--- src/rtl/rsc_pkg.sv ---
package rsc_pkg;

    typedef enum logic [2:0] {
        ST_RUN       = 3'd0,
        ST_IDLE      = 3'd1,
        ST_SQ_START  = 3'd2,
        ST_SQ        = 3'd3,
        ST_BLOCKED   = 3'd4,
        ST_UNBLOCK   = 3'd5,
        ST_SER_STALL = 3'd6
    } rs_state_e;

    typedef enum logic [1:0] {
        SRC_ROB  = 2'd0,
        SRC_IQ   = 2'd1,
        SRC_LSQ  = 2'd2,
        SRC_NONE = 2'd3
    } src_e;

    typedef enum logic [2:0] {
        STOP_NONE  = 3'd0,
        STOP_EXT   = 3'd1,
        STOP_RES   = 3'd2,
        STOP_REGS  = 3'd3,
        STOP_BAR   = 3'd4,
        STOP_ORDER = 3'd5
    } stop_e;

    typedef struct packed {
        logic barrier;
        logic ser_after;
        logic mem;
    } slot_t;

endpackage

--- src/rtl/rsc_skid.sv ---
module rsc_skid
    import rsc_pkg::*;
#(
    parameter int W = 4
) (
    input  logic                         clk,
    input  logic                         rst_n,
    input  logic                         flush,
    input  slot_t [W-1:0]                in_slots,
    input  logic [$clog2(W+1)-1:0]       in_cnt,
    input  logic [$clog2(W+1)-1:0]       take,
    output slot_t [W-1:0]                cand,
    output logic [$clog2(W+1)-1:0]       cand_cnt,
    output logic [$clog2(2*W+1)-1:0]     skid_cnt,
    output logic [$clog2(2*W+1)-1:0]     skid_next
);
    localparam int DEPTH = 2 * W;
    localparam int JOIN  = 3 * W;
    localparam int CW    = $clog2(W + 1);
    localparam int SKW   = $clog2(DEPTH + 1);
    localparam int TW    = $clog2(JOIN + 1);

    slot_t          store_q [DEPTH];
    slot_t          store_n [DEPTH];
    slot_t          joined  [JOIN];
    logic [SKW-1:0] cnt_q;
    logic [TW-1:0]  total;
    logic [TW-1:0]  remain;

    // Skid entries first, then the accepted decode slots behind them.
    always_comb begin
        for (int j = 0; j < JOIN; j++) joined[j] = '0;
        for (int j = 0; j < DEPTH; j++) begin
            if (j < int'(cnt_q)) joined[j] = store_q[j];
        end
        for (int i = 0; i < W; i++) begin
            if (i < int'(in_cnt)) joined[int'(cnt_q) + i] = in_slots[i];
        end
    end

    assign total  = TW'(cnt_q) + TW'(in_cnt);
    assign remain = total - TW'(take);

    generate
        for (genvar g = 0; g < W; g++) begin : g_cand
            assign cand[g] = joined[g];
        end
    endgenerate

    assign cand_cnt = (total >= TW'(W)) ? CW'(W) : CW'(total);

    always_comb begin
        for (int i = 0; i < DEPTH; i++) store_n[i] = joined[i + int'(take)];
    end

    assign skid_next = flush ? '0 : SKW'(remain);
    assign skid_cnt  = cnt_q;

    always_ff @(posedge clk or negedge rst_n) begin
        if (!rst_n) begin
            cnt_q <= '0;
            for (int i = 0; i < DEPTH; i++) store_q[i] <= '0;
        end else begin
            cnt_q <= skid_next;
            for (int i = 0; i < DEPTH; i++) store_q[i] <= store_n[i];
        end
    end


    skid_no_overflow_chk: assert property (@(posedge clk) disable iff (!rst_n)
        !flush |-> remain <= TW'(DEPTH));


    take_within_offer_chk: assert property (@(posedge clk) disable iff (!rst_n)
        take <= cand_cnt);

endmodule

--- src/rtl/rsc_select.sv ---
module rsc_select
    import rsc_pkg::*;
#(
    parameter int W     = 4,
    parameter int CNT_W = 6
) (
    input  logic                    clk,
    input  logic                    rst_n,
    input  slot_t [W-1:0]           cand,
    input  logic [$clog2(W+1)-1:0]  cand_cnt,
    input  logic                    halt,
    input  logic                    ext_stall,
    input  logic                    regs_avail,
    input  logic [CNT_W-1:0]        rob_free,
    input  logic [CNT_W-1:0]        iq_free,
    input  logic [CNT_W-1:0]        lsq_free,
    input  logic                    rob_empty,
    input  logic [$clog2(W+1)-1:0]  inflight,
    input  logic [$clog2(W+1)-1:0]  inflight_mem,
    input  logic                    ser_pending,
    output logic [$clog2(W+1)-1:0]  take,
    output logic [$clog2(W+1)-1:0]  take_mem,
    output stop_e                   stop,
    output src_e                    src,
    output logic                    ser_set,
    output logic                    ser_clr
);
    localparam int CW = $clog2(W + 1);

    logic [CNT_W-1:0] rob_eff, iq_eff, lsq_eff;

    assign rob_eff = (rob_free > CNT_W'(inflight))     ? rob_free - CNT_W'(inflight)     : '0;
    assign iq_eff  = (iq_free  > CNT_W'(inflight))     ? iq_free  - CNT_W'(inflight)     : '0;
    assign lsq_eff = (lsq_free > CNT_W'(inflight_mem)) ? lsq_free - CNT_W'(inflight_mem) : '0;

    always_comb begin
        logic done;
        logic bar;
        take     = '0;
        take_mem = '0;
        stop     = STOP_NONE;
        src      = SRC_NONE;
        ser_set  = 1'b0;
        ser_clr  = 1'b0;
        done     = halt;
        if (!halt && ext_stall) begin
            stop = STOP_EXT;
            done = 1'b1;
        end
        for (int i = 0; i < W; i++) begin
            bar = cand[i].barrier || ((i == 0) && ser_pending);
            if (!done && (i < int'(cand_cnt))) begin
                if (!regs_avail) begin
                    stop = STOP_REGS;
                    done = 1'b1;
                end else if (rob_eff <= CNT_W'(take)) begin
                    stop = STOP_RES;
                    src  = SRC_ROB;
                    done = 1'b1;
                end else if (iq_eff <= CNT_W'(take)) begin
                    stop = STOP_RES;
                    src  = SRC_IQ;
                    done = 1'b1;
                end else if (cand[i].mem && (lsq_eff <= CNT_W'(take_mem))) begin
                    stop = STOP_RES;
                    src  = SRC_LSQ;
                    done = 1'b1;
                end else if (bar && ((i != 0) || !rob_empty || (inflight != '0))) begin
                    stop = STOP_BAR;
                    done = 1'b1;
                end else begin
                    take = take + CW'(1);
                    if (cand[i].mem) take_mem = take_mem + CW'(1);
                    if (bar) ser_clr = 1'b1;
                    if (cand[i].ser_after) ser_set = 1'b1;
                    if (bar || cand[i].ser_after) begin
                        stop = STOP_ORDER;
                        done = 1'b1;
                    end
                end
            end
        end
    end


    barrier_gate_chk: assert property (@(posedge clk) disable iff (!rst_n)
        ser_clr |-> (rob_empty && inflight == '0 && take == CW'(1)));


    rob_room_chk: assert property (@(posedge clk) disable iff (!rst_n)
        CNT_W'(take) <= rob_eff && CNT_W'(take) <= iq_eff);

endmodule

--- src/rtl/rsc_fsm.sv ---
module rsc_fsm
    import rsc_pkg::*;
#(
    parameter int W = 4
) (
    input  logic                        clk,
    input  logic                        rst_n,
    input  logic                        squash,
    input  stop_e                       stop,
    input  logic [$clog2(W+1)-1:0]      take,
    input  logic [$clog2(W+1)-1:0]      take_mem,
    input  logic                        ser_set,
    input  logic                        ser_clr,
    input  logic [$clog2(2*W+1)-1:0]    skid_next,
    output rs_state_e                   state,
    output logic                        halt,
    output logic [$clog2(W+1)-1:0]      inflight,
    output logic [$clog2(W+1)-1:0]      inflight_mem,
    output logic                        ser_pending
);
    rs_state_e state_q, state_n, flow_n;

    // Where a non-squash cycle leads.
    always_comb begin
        unique case (stop)
            STOP_EXT, STOP_RES, STOP_REGS: flow_n = ST_BLOCKED;
            STOP_BAR:                      flow_n = ST_SER_STALL;
            default: begin
                if (state_q == ST_BLOCKED)  flow_n = ST_UNBLOCK;
                else if (skid_next != '0)   flow_n = ST_UNBLOCK;
                else if (take != '0)        flow_n = ST_RUN;
                else                        flow_n = ST_IDLE;
            end
        endcase
    end

    always_comb begin
        unique case (state_q)
            ST_SQ_START: state_n = ST_SQ;
            ST_SQ:       state_n = squash ? ST_SQ : ST_IDLE;
            ST_RUN, ST_IDLE, ST_BLOCKED, ST_UNBLOCK, ST_SER_STALL:
                         state_n = squash ? ST_SQ_START : flow_n;
            default:     state_n = ST_IDLE;
        endcase
    end

    // State register.
    always_ff @(posedge clk or negedge rst_n) begin
        if (!rst_n) begin
            state_q      <= ST_IDLE;
            inflight     <= '0;
            inflight_mem <= '0;
            ser_pending  <= 1'b0;
        end else begin
            state_q      <= state_n;
            inflight     <= halt ? '0 : take;
            inflight_mem <= halt ? '0 : take_mem;
            ser_pending  <= squash  ? 1'b0 :
                            ser_set ? 1'b1 :
                            ser_clr ? 1'b0 : ser_pending;
        end
    end

    // Outputs.
    always_comb begin
        state = state_q;
        halt  = squash || (state_q == ST_SQ_START) || (state_q == ST_SQ);
    end


    sq_enter_chk: assert property (@(posedge clk) disable iff (!rst_n)
        squash |=> (state_q == ST_SQ_START || state_q == ST_SQ));


    sq_sequence_chk: assert property (@(posedge clk) disable iff (!rst_n)
        state_q == ST_SQ_START |=> state_q == ST_SQ);


    halt_silent_chk: assert property (@(posedge clk) disable iff (!rst_n)
        halt |-> take == '0);


    unblock_path_chk: assert property (@(posedge clk) disable iff (!rst_n)
        state_q == ST_BLOCKED |=> (state_q != ST_RUN && state_q != ST_IDLE));


    hold_blocks_chk: assert property (@(posedge clk) disable iff (!rst_n)
        (!squash && (stop == STOP_EXT || stop == STOP_REGS) && !halt) |=> state_q == ST_BLOCKED);

endmodule

--- src/rtl/rename_stall_ctrl.sv ---
module rename_stall_ctrl
    import rsc_pkg::*;
#(
    parameter int W     = 4,
    parameter int CNT_W = 6
) (
    input  logic                    clk,
    input  logic                    rst_n,
    input  logic [W-1:0]            in_valid,
    input  logic [W-1:0]            in_barrier,
    input  logic [W-1:0]            in_ser_after,
    input  logic [W-1:0]            in_mem,
    input  logic [CNT_W-1:0]        rob_free,
    input  logic [CNT_W-1:0]        iq_free,
    input  logic [CNT_W-1:0]        lsq_free,
    input  logic                    rob_empty,
    input  logic                    hold_exec,
    input  logic                    hold_commit,
    input  logic                    regs_avail,
    input  logic                    squash,
    output logic                    decode_stall,
    output logic [$clog2(W+1)-1:0]  sent_count,
    output logic [1:0]              stall_src,
    output logic [2:0]              state_o
);
    localparam int DEPTH = 2 * W;
    localparam int CW    = $clog2(W + 1);
    localparam int SKW   = $clog2(DEPTH + 1);

    slot_t [W-1:0]  in_slots;
    slot_t [W-1:0]  cand;
    logic [CW-1:0]  lead_cnt, in_cnt, cand_cnt, take, take_mem;
    logic [CW-1:0]  inflight, inflight_mem;
    logic [SKW-1:0] skid_cnt, skid_next;
    logic           halt, ser_pending, ser_set, ser_clr;
    stop_e          stop;
    src_e           src;
    rs_state_e      state;

    generate
        for (genvar g = 0; g < W; g++) begin : g_slot
            assign in_slots[g] = '{barrier: in_barrier[g], ser_after: in_ser_after[g], mem: in_mem[g]};
        end
    endgenerate

    // Count valid slots from slot 0 up to the first gap.
    always_comb begin
        logic run;
        lead_cnt = '0;
        run      = 1'b1;
        for (int i = 0; i < W; i++) begin
            if (run && in_valid[i]) lead_cnt = lead_cnt + CW'(1);
            else                    run      = 1'b0;
        end
    end

    assign decode_stall = halt || (skid_cnt > SKW'(DEPTH - W));
    assign in_cnt       = decode_stall ? '0 : lead_cnt;

    rsc_skid #(.W(W)) u_skid (
        .clk       (clk),
        .rst_n     (rst_n),
        .flush     (squash),
        .in_slots  (in_slots),
        .in_cnt    (in_cnt),
        .take      (take),
        .cand      (cand),
        .cand_cnt  (cand_cnt),
        .skid_cnt  (skid_cnt),
        .skid_next (skid_next)
    );

    rsc_select #(.W(W), .CNT_W(CNT_W)) u_sel (
        .clk          (clk),
        .rst_n        (rst_n),
        .cand         (cand),
        .cand_cnt     (cand_cnt),
        .halt         (halt),
        .ext_stall    (hold_exec || hold_commit),
        .regs_avail   (regs_avail),
        .rob_free     (rob_free),
        .iq_free      (iq_free),
        .lsq_free     (lsq_free),
        .rob_empty    (rob_empty),
        .inflight     (inflight),
        .inflight_mem (inflight_mem),
        .ser_pending  (ser_pending),
        .take         (take),
        .take_mem     (take_mem),
        .stop         (stop),
        .src          (src),
        .ser_set      (ser_set),
        .ser_clr      (ser_clr)
    );

    rsc_fsm #(.W(W)) u_fsm (
        .clk          (clk),
        .rst_n        (rst_n),
        .squash       (squash),
        .stop         (stop),
        .take         (take),
        .take_mem     (take_mem),
        .ser_set      (ser_set),
        .ser_clr      (ser_clr),
        .skid_next    (skid_next),
        .state        (state),
        .halt         (halt),
        .inflight     (inflight),
        .inflight_mem (inflight_mem),
        .ser_pending  (ser_pending)
    );

    assign sent_count = take;
    assign stall_src  = src;
    assign state_o    = state;


    run_skid_empty_chk: assert property (@(posedge clk) disable iff (!rst_n)
        state_o == 3'd0 |-> skid_cnt == '0);


    dstall_space_chk: assert property (@(posedge clk) disable iff (!rst_n)
        (skid_cnt > SKW'(DEPTH - W)) |-> decode_stall);


    src_sends_short_chk: assert property (@(posedge clk) disable iff (!rst_n)
        stall_src != 2'd3 |-> sent_count < CW'(W));

endmodule

--- config.mk ---
export PLATFORM = sky130hd
export DESIGN_NAME = rename_stall_ctrl
export DESIGN_NICKNAME = d
export VERILOG_FILES = /design/src/rtl/rsc_pkg.sv /design/src/rtl/rsc_skid.sv /design/src/rtl/rsc_select.sv /design/src/rtl/rsc_fsm.sv /design/src/rtl/rename_stall_ctrl.sv
export SDC_FILE = /design/constraint.sdc
export NUM_CORES = 1
export LEC_CHECK = 0
export BUFFER_PORTS_ARGS = -buffer_cell sky130_fd_sc_hd__clkbuf_2
export CAP_MARGIN = 15
export CORE_MARGIN = 10
export CORE_UTILIZATION = 57
export CTS_CLUSTER_SIZE = 30
export DETAILED_ROUTE_END_ITERATION = 10
export PLACE_DENSITY = 0.83
export SYNTH_ARGS = -nofsm -noshare
export SYNTH_HDL_FRONTEND = slang
export SYNTH_SLANG_ARGS = --single-unit
--- constraint.sdc ---
create_clock -name clk -period 9.68 [get_ports clk]
set_clock_uncertainty 0.15 [all_clocks]
set_input_delay 0.484 -clock clk [delete_from_list [all_inputs] [get_ports clk]]
set_output_delay 0.484 -clock clk [all_outputs]
set_load 0.01 [all_outputs]
; Word level (Yosys, flattened, before mapping)
; Cells that the tools add are included.
[op_classes]
n_addsub = 24
n_lt_le_gt_ge = 49
n_eq_ne = 10
n_mux = 231
bitwise_logic = 12
n_reduce_logical = 40
[op_table]
columns = cell, count
row1 = $ge A32 B5 Y1 const B, 12
row2 = $mux W3, 115
row3 = $not A32 Y32, 10
row4 = $bwmux W36, 4
row5 = $mux W36, 4
row6 = $lt A32 B1 Y1 const B, 4
row7 = $bmux W3 S4, 8
row8 = $mux W1, 69
row9 = $le A6 B3 Y1, 9
row10 = $demux W3 S4, 4
row11 = $mux W2, 21
row12 = $not A3 Y32, 1
row13 = $not A4 Y32, 1
row14 = $add A3 B1 Y3 const B, 8
row15 = $gt A6 B3 Y1, 3
row16 = $le A6 B1 Y1 const B, 3
row17 = $mux W6, 3
row18 = $sub A6 B3 Y6, 3
row19 = $logic_and A1 B1 Y1, 17
row20 = $add A3 B3 Y4 const A, 4
row21 = $lt A3 B4 Y1 const A, 4
row22 = $eq A3 B2 Y1 const B, 4
row23 = $eq A3 B3 Y1 const B, 4
row24 = $lt A1 B3 Y1 const A, 4
row25 = 23 further kinds, 47
[word_totals]
ff_bits = 38
inputBits = 41
output_inout_bits = 9
elab_cells = 395

; Longest topological paths before layout
[depth]
word_depth = 55
ltp_mapped = 55

; Cells and area by module
; A second synthesis with hierarchy kept.
[unflattened]
cells_unflattened = 951
area_unflattened_um2 = 7445.9
[modules_own_cells]
columns = mod, n_inst, cells_per_inst, area_per_inst_um2, seq_area_each_um2
row1 = rsc_skid, 1, 634, 4912.2, 700.7
row2 = rsc_select, 1, 265, 2013.2, 0.0
row3 = rsc_fsm, 1, 37, 424.2, 251.5
row4 = rename_stall_ctrl, 1, 15, 96.3, 0.0

; Worst setup path after synthesis
; OpenSTA, ideal clock, no wires.
[synth_timing]
path_kind = input -> register
start = input port squash
end = register, netlist name u_skid.store_q[14]
arrival_time_ns = 10.519
required_ns = 9.393
slack_ns = -1.126
stages = 52
n_path_buf = 6
cell_sequence = clkbuf_1 > nor2_1 > and3_1 > nand2_1 > a31oi_1 > ha_1 > a21o_1 > a21oi_1 > xor2_1 > nand2_1 > o31ai_1 > nor2_1 > o21ai_0 > inv_1 > ha_1 > nor2_1 > nor2_1 > a21oi_1 > (+16 left out) > nor2b_1 > o21ai_0 > a32oi_1 > a21oi_1 > o21ai_0 > nor2b_1 > and3_1 > clkbuf_1 > mux2i_1 > clkbuf_1 > clkbuf_1 > ha_1 > clkbuf_1 > inv_1 > buf_1 > mux2_2 > o211ai_1 > o31ai_1
[synth_lines]
columns = element, line
row1 = start: declaration, rename_stall_ctrl.sv:20  ; input logic squash,

==> impl_metrics.json <==
{
  "outcome": "finished, final reports clean",
  "fmax_ghz": 0.1068,
  "wl_per_cell_um": 22.58,
  "drc": 0,
  "arrival_ns": 9.39,
  "worstPathRequired_ns": 9.71,
  "hold_slack_ns": 0.1912,
  "report.final.setup_viol": 0,
  "crit_path_end_kind": "register",
  "syn_nets": 901,
  "clockBufferDepth": 2,
  "p_leak_nw": 3.448,
  "core_area_um2": 10460,
  "stdcell_area_um2": 7420,
  "power_density_nw_per_um2": 107.8,
  "clk_pin_slew_worst_paths_ns": 0.09,
  "min_period_over_period_pct": 96.73,
  "fillers": 878,
  "n_antenna_cell": 0,
  "avgSynthCellArea_um2": 7.683,
  "drv_slew": 0,
  "hp-class": "input port to asynchronous set/reset pin",
  "irDropWorstVdd_v": 0.0001152,
  "drt-initial-drc-count": 950,
  "cp_common_cell": "ha_1",
  "clkSinkCount": 38,
  "synth_flop_cell": "dfrtp_1",
  "dpl_cell_area_um2": 7012,
  "setup_tns_ns": 0,
  "track_usage_pct": 27.75,
  "cts_buffers": 5,
  "synthCells": 806,
  "hpwl_mm": 18.18,
  "antenna_left": 0,
  "yosysUniqueCellTypes": 82,
  "grt_pass1_wl_mm": 36.05,
  "async_reset_ff_share_pct": 100.0,
  "cpMaxStageDelayCell": "or4b_1",
  "insertion_delay_ns": 0.30,
  "hold_viol_final": 0,
  "drt-total-wl_mm": 23.44,
  "ys_ff_latch": 38,
  "maxSlewHeadroom_pct": 32.88,
  "finalWorstSetupSlack_ns": 0.3167,
  "slowest_delay_ns": 0.60,
  "final.min_clock_period_ns": 9.363,
  "drive_gt1_share_pct": 23.50,
  "grt_pass1_vias": 6543,
  "clock-root-buffer": "clkbuf_8",
  "rows": 37,
  "drv_cap": 0,
  "synth_edf_count": 0,
  "io_buffers": 49,
  "critical_path_class": "register to register",
  "dieArea_um2": 15430,
  "final_nets": 996,
  "post-route-util_pct": 70.92,
  "cts_tree": "yes",
  "die_w_um": 124.2,
  "first_pass_iters": 9,
  "gp_congestion": 0.9973,
  "worstMarginPinSlew_ns": 1.007,
  "cts-htree-levels": 2,
  "grt_antenna_before_repair": 0,
  "grt_max_degree": 39,
  "area_delta_synth_final_pct": 19.82,
  "routed_via_density": 6.824,
  "ys_seq_area_share_pct": 15.38,
  "start_util_pct": 59.18,
  "grt_overflow_total": 0,
  "start_kind": "register",
  "io_pins": 50,
  "yosysWarnings": 0,
  "vias": 7083,
  "fp.dieH_um": 124.2,
  "netlist_area_um2": 6192,
  "dp_slack_ns": -0.4634,
  "cp_max_fo": 18,
  "hold_buffers": 0
}
[synth_stat cells (13+ instances only)]
cell	instances	share of area (%)
nand2_1	97	5.9
nor2_1	63	3.8
ha_1	49	9.9
inv_1	49	3.0
mux2i_1	46	7.4
a21oi_1	38	3.1
dfrtp_1	37	15
o21ai_0	29	2.3
nand3_1	26	2.1
nor3_1	22	1.8
clkbuf_1	19	1.2
nor2b_1	16	1.6
a22oi_1	15	1.8
a31oi_1	15	1.5
a211oi_1	14	1.7
mux2_2	14	2.5
nor4_1	14	1.4
nand2b_1	13	1.3
xnor2_1	13	1.8
[cell usage in the layout, fill, tap and decap left out, types with 7 or more instances in the layout]
cell / synthesis / layout
a22o_1: 12 / 12
o21ai_1: 6 / 11
nand2_1: 97 / 96
nor3_1: 22 / 21
a211oi_1: 14 / 11
xnor2_1: 13 / 11
inv_1: 49 / 46
and3_1: 12 / 9
clkbuf_2: 0 / 49
buf_4: 0 / 66
o31ai_1: 12 / 9
dfrtp_1: 37 / 36
mux2i_1: 46 / 45
ha_1: 49 / 47
o21ai_0: 29 / 22
nand2b_1: 13 / 12
nand4_1: 10 / 10
nor2_1: 63 / 58
nor3b_1: 8 / 7
nand3b_1: 10 / 10
nor4_1: 14 / 13
xor2_1: 9 / 9
a21oi_1: 38 / 35
nand3_1: 26 / 25
nor2b_1: 16 / 13
and2_1: 9 / 9
a22oi_1: 15 / 15
a21boi_0: 7 / 7
mux2_2: 14 / 12
a31oi_1: 15 / 14
[critical path: cells and delay by family (launching register included)]
kind	cells	cell delay, ns
xor gates and xnor gates	1	0.20
AOI/OAI and AO/OA	12	2.00
muxes	2	0.74
buffers and inverters	7	0.92
DFF	1	0.38
and+or+nand+nor	16	3.28
adders and majority gates	5	1.55
[final cells by class]
type                    instances  area, um2  share of cell area (%)
clock buffers                   5      68.82                  0.9275
clock inverters                 3      68.82                  0.9275
inverters                      52      201.4                   2.715
multi-input cells             685       5167                   69.65
flip-flops and latches         38      953.4                   12.85
well taps                     136      170.2                   2.293
repair buffers                119      789.5                   10.64
[layer usage]
metal | part of all wire (%) | global-route usage (%)
met1 | 41 | 38.56
met2 | 43 | 41.73
met3 | 13 | 6.542
met4 | 2.9 | 7.498
met5 | 0 | 0
[registers in the layout, indices dropped and copies added (netlist names)]
| register | flops |
|---|---|
| u_skid.store_q | 24 |
| u_fsm.state | 3 |
| u_fsm.ser_pending | 1 |
| u_fsm.inflight_mem | 3 |
| u_fsm.inflight | 3 |
| u_skid.skid_cnt | 4 |
[final timing paths]
check                      slack, ns  cells after the start                 end          startpoint
max                             0.32                     43  u_skid.store_q[20]  u_skid.skid_cnt[1]
min                             0.19                      1   u_fsm.inflight[2]               rst_n
max reg2reg                     0.32                     43  u_skid.store_q[20]  u_skid.skid_cnt[1]
min reg2reg                     0.41                      1      u_fsm.state[1]      u_fsm.state[0]
max in group asynchronous       8.52                      1      u_fsm.state[1]               rst_n
min in group clk                0.41                      1      u_fsm.state[1]      u_fsm.state[0]
[stage by stage]
step	power, mW	std cells
after floorplan	0.4416	806
after global placement	0.5806	1019
after detailed placement	0.5870	1019
after CTS	0.7651	1030
after global routing	0.8344	1038
final	0.7995	1038
[repair_timing]
| action | 4_1_cts | 5_1_grt |
|---|---|---|
| buffers inserted | 3 | 8 |
| pin swaps | 2 | 10 |
| endpoints found under the setup margin | 16 | 32 |
| gates resized for setup | 9 | 43 |
[power by group]
group          total (mW)  leakage (nW)  switching [mW]  internal [mW]
Combinational       0.434          2.86           0.271          0.163
Clock               0.173        0.0683          0.0700          0.103
Sequential          0.192         0.521          0.0148          0.177
[kinds of logic after synthesis]
logic type,share of synthesized area [%]
simple gates,27.88
fa+ha+maj,11.68
xor+xnor,4.001
mux,12.41
buf+inv,5.557
flops,15.38
compound gates,23.10
(Power assumes the default switching activity.)
